--- src/rtl/parity_flash_tester.sv ---
module parity_flash_tester #(
  parameter int ROW_W = 3,
  parameter int COL_W = 3,
  parameter int DATA_W = 8,
  parameter bit ONES_ON_EVEN = 1'b0
) (
  input  logic                   clk,
  input  logic                   rst_n,
  input  logic                   start,
  output logic                   mem_rd,
  output logic                   mem_prog,
  output logic                   mem_erase,
  output logic [ROW_W+COL_W-1:0] mem_addr,
  output logic [DATA_W-1:0]      mem_wdata,
  input  logic [DATA_W-1:0]      mem_rdata,
  input  logic                   mem_ready,
  output logic                   busy,
  output logic                   done,
  output logic                   fail,
  output logic [ROW_W+COL_W-1:0] fail_addr,
  output logic [DATA_W-1:0]      fail_exp,
  output logic [DATA_W-1:0]      fail_got
);
  localparam int ADDR_W = ROW_W + COL_W;
  localparam logic [ADDR_W-1:0] LAST = '1;

  typedef enum logic [2:0] {S_IDLE, S_ERASE, S_PROG, S_READ, S_DONE} state_t;

  state_t            st;
  logic              pass2;
  logic [ADDR_W-1:0] addr;

  wire par = (^addr) ^ pass2 ^ ONES_ON_EVEN;
  wire [DATA_W-1:0] pattern = {DATA_W{par}};
  wire miss = (st == S_READ) && mem_ready && (mem_rdata != pattern);
  wire at_last = (addr == LAST);

  assign mem_addr  = addr;
  assign mem_wdata = pattern;
  assign mem_erase = (st == S_ERASE);
  assign mem_prog  = (st == S_PROG);
  assign mem_rd    = (st == S_READ);
  assign busy      = mem_erase | mem_prog | mem_rd;
  assign done      = (st == S_DONE);

  always_ff @(posedge clk or negedge rst_n) begin
    if (!rst_n) begin
      st        <= S_IDLE;
      pass2     <= 1'b0;
      addr      <= '0;
      fail      <= 1'b0;
      fail_addr <= '0;
      fail_exp  <= '0;
      fail_got  <= '0;
    end else begin
      case (st)
        S_IDLE, S_DONE: begin
          if (start) begin
            st        <= S_ERASE;
            pass2     <= 1'b0;
            addr      <= '0;
            fail      <= 1'b0;
            fail_addr <= '0;
            fail_exp  <= '0;
            fail_got  <= '0;
          end
        end
        S_ERASE: begin
          if (mem_ready) begin
            st   <= S_PROG;
            addr <= '0;
          end
        end
        S_PROG: begin
          if (mem_ready) begin
            addr <= addr + ADDR_W'(1);
            if (at_last) st <= S_READ;
          end
        end
        S_READ: begin
          if (mem_ready) begin
            addr <= addr + ADDR_W'(1);
            if (miss && !fail) begin
              fail      <= 1'b1;
              fail_addr <= addr;
              fail_exp  <= pattern;
              fail_got  <= mem_rdata;
            end
            if (at_last) begin
              if (pass2) begin
                st <= S_DONE;
              end else begin
                st    <= S_ERASE;
                pass2 <= 1'b1;
              end
            end
          end
        end
        default: st <= S_IDLE;
      endcase
    end
  end
endmodule


--- config.mk ---
export PLATFORM = sky130hd
export DESIGN_NAME = parity_flash_tester
export DESIGN_NICKNAME = d
export VERILOG_FILES = /design/src/rtl/parity_flash_tester.sv
export SDC_FILE = /design/constraint.sdc
export NUM_CORES = 1
export LEC_CHECK = 0
export BUFFER_PORTS_ARGS = -buffer_cell sky130_fd_sc_hd__buf_2
export CAP_MARGIN = 20
export CORE_UTILIZATION = 45
export DETAILED_ROUTE_END_ITERATION = 10
export GPL_TIMING_DRIVEN = 0
export PLACE_DENSITY = 0.75
export SLEW_MARGIN = 20
export SYNTH_ARGS = -nofsm -noshare
export SYNTH_HDL_FRONTEND = slang
export SYNTH_SLANG_ARGS = --single-unit
--- constraint.sdc ---
create_clock -name clk -period 2.6 [get_ports clk]
set_input_delay 0.52 -clock clk [delete_from_list [all_inputs] [get_ports clk]]
set_output_delay 0.52 -clock clk [all_outputs]
set_load 0.1 [all_outputs]
==> flow_summary.ini <==
[timing]
fin_crit_sh_pct = 97.2
slew_violations = 0
setup_viol = 0
clock.fmax_ghz = 0.396
worst_pin_slew_ns = 0.571
holdWs_ns = 0.184
hold_viol = 0
fin_crit_ns = 2.53
skew_ns = 0.00550
relSlewSlack_pct = 61.9
setup_slack_ns = 0.0732

[critical_path]
r2r_start = mem_addr[0]
crit_path_max_fanout = 9
crit_arrival_ns = 2.01
startpoint = mem_addr[0]
worstRegToRegCells = 8
start_kind = register
end_kind = primary output
required_ns = 2.08
path_class = reg2out

[yosys]
synth_xor_xnor_area_share_pct = 2.29
yosysMostFrequentCell = dfrtp_1
synth_area_sq_mm = 0.00148
yosys_register_bits = 26
syn_nets = 166
yosys.area.top_type = dfrtp_1
synthCells = 151
synth-edff-count = 0
ys_seq_area_share_pct = 44.1
synthSimpleGateAreaFrac_pct = 13.1
synthFlopType = dfrtp_1
post_synth.cell_area_avg_sq_um = 9.77
synthTopCellsByCount = 26 x dfrtp_1, 20 x inv_1, 20 x nand2_1, 15 x buf_4, 14 x mux2i_1
synth_cell_types = 35
synth-async-reset-ratio_pct = 100
ys_top_cells_by_area = dfrtp_1 44%, mux2i_1 9.5%, buf_4 7.6%
synth-adder-area-share_pct = 2.54
synth_compound_area_share_pct = 12.4
synth_top_family_by_area = buffers and inverters
yosysWarnings = 0
synth_mux_area_share_pct = 11.0
synth_top_area_share_pct = 44.1

[drt]
vias_per_cell = 4.83
ant_nets = 0
vias = 1227
dr.pass1.iters = 4
drt-total-wl_um = 3230
drc = 0
drt-initial-drc-count = 46
wl_per_cell_um = 12.7

[cts]
clk_latency_ns = 0.31
htreeDepth = 1
clk_pin_slew_ns = 0.13
root_buffer = clkbuf_4
cts_hold_buf = 0
numCtsBuffers = 3
tritoncts = built
clockBufferDepth = 2
cts.sinks = 26

[cells_and_area]
post-route-util_pct = 62.2
drive_above_1_share_pct = 42.9
syn_to_final_growth_pct = 29.8
fin_area_sq_mm = 0.00191
nets = 226
nFillCells = 278
antennaDiodeCount = 0

[global_routing]
grt_pass1_vias = 1121
antenna_found_initial = 0
grt_use_total_pct = 19.3
grt_pass1_wl_um = 5180
grt_max_degree = 27
overflow = 0

[die]
dieArea_sq_mm = 0.00351
die_w_um = 59.3
fp.dieH_um = 59.3
coreArea_sq_mm = 0.00308
io-pin-count = 54
fp-row-count = 20
initial_utilization_pct = 47.9

[job]
max-cap-violations = 0

[placement]
gp_congestion = 0.821
placed_area_sq_mm = 0.00181
post-place-ws_ns = 0.0458
dp_hpwl_um = 2420
port-buffer-count = 53

[status]
outcome = completed

[worst_hold_path]
min_path_type = in2async
-- what timing repair did --
| action | CTS | global route |
|---|---|---|
| pin swaps | 1 | 0 |
| cloned | 0 | 0 |
| setup endpoints to repair | 8 | 8 |
| setup buffers | 2 | 0 |
| resized for setup | 10 | 8 |
-- path summary, 6_finish.rpt --
| path | end | slack [ns] |
|---|---|---|
| setup / recovery | mem_wdata[2] | 0.07 |
| hold reg to reg | st[1] | 0.51 |
| hold / removal | fail_got[1] | 0.18 |
| setup reg to reg | fail_got[6] | 0.23 |
| min in group clk | fail_got[1] | 0.45 |
| max in group asynchronous | mem_addr[0] | 2.01 |
-- cell families (layout without fill, tap and decap cells) --
group           count (synthesis)  after routing
buf+inv                        40             99
flops                          26             26
compound gates                 25             25
simple gates                   39             39
mux                            15             15
xor+xnor                        3              3
fa+ha+maj                       3              3
-- state kept, by name, indices dropped and copies added, names as in the netlist --
signal,cells
fail_got,8
fail_addr,6
mem_addr,6
st,3
fail,1
fail_exp,1
pass2,1
-- final cells by class --
| cell class | instances | area [sq um] | area share, % |
|---|---|---|---|
| Buffer | 20 | 140 | 7.32 |
| Clock buffer | 4 | 26.3 | 1.37 |
| Inverter | 20 | 75.1 | 3.92 |
| Multi-Input combinational cell | 85 | 629 | 32.9 |
| Sequential cell | 26 | 658 | 34.4 |
| Tap cell | 44 | 55.1 | 2.88 |
| Timing Repair Buffer | 55 | 330 | 17.3 |
-- layout by cell type (no fill, tap or decap), types with 2 or more instances in the layout --
cell type,n
ha_1,3
dfrtp_1,20
a32o_1,2
o21ai_0,10
o31ai_1,3
dfrtp_2,6
inv_1,20
buf_4,17
nand3_1,3
and4_1,3
clkbuf_1,4
a21oi_1,2
buf_6,9
buf_2,46
clkbuf_4,3
nor2_1,3
nand2_1,20
a31oi_1,2
xnor2_2,2
nor4_1,2
nand2b_1,2
mux2i_1,14
-- metrics by stage --
| step | instances | TNS (ns) |
|---|---|---|
| after floorplan | 151 | 0 |
| after global routing | 254 | -0.0670 |
| after detailed placement | 248 | 0 |
| final | 254 | 0 |
| after CTS | 254 | 0 |
| after global placement | 248 | 0 |
-- critical path, stage by stage, from the launching register on --
cell     delay, ns
dfrtp_2       0.47
ha_1          0.37
xnor2_2       0.23
xnor2_2       0.13
buf_4         0.17
buf_4         0.12
buf_6         0.21
-- per-layer routing --
metal / up-vias / routed length, um / track usage [%]
li1: 615 / - / -
met1: 574 / 1510 / 27.5
met2: 38 / 1540 / 32.4
met3: 0 / 172 / 1.97
met4: 0 / 0 / 3.06
met5: - / 0 / 0
Power is not shown: default switching activity piles up to over one toggle a cycle in this logic, so the estimate is an artifact.
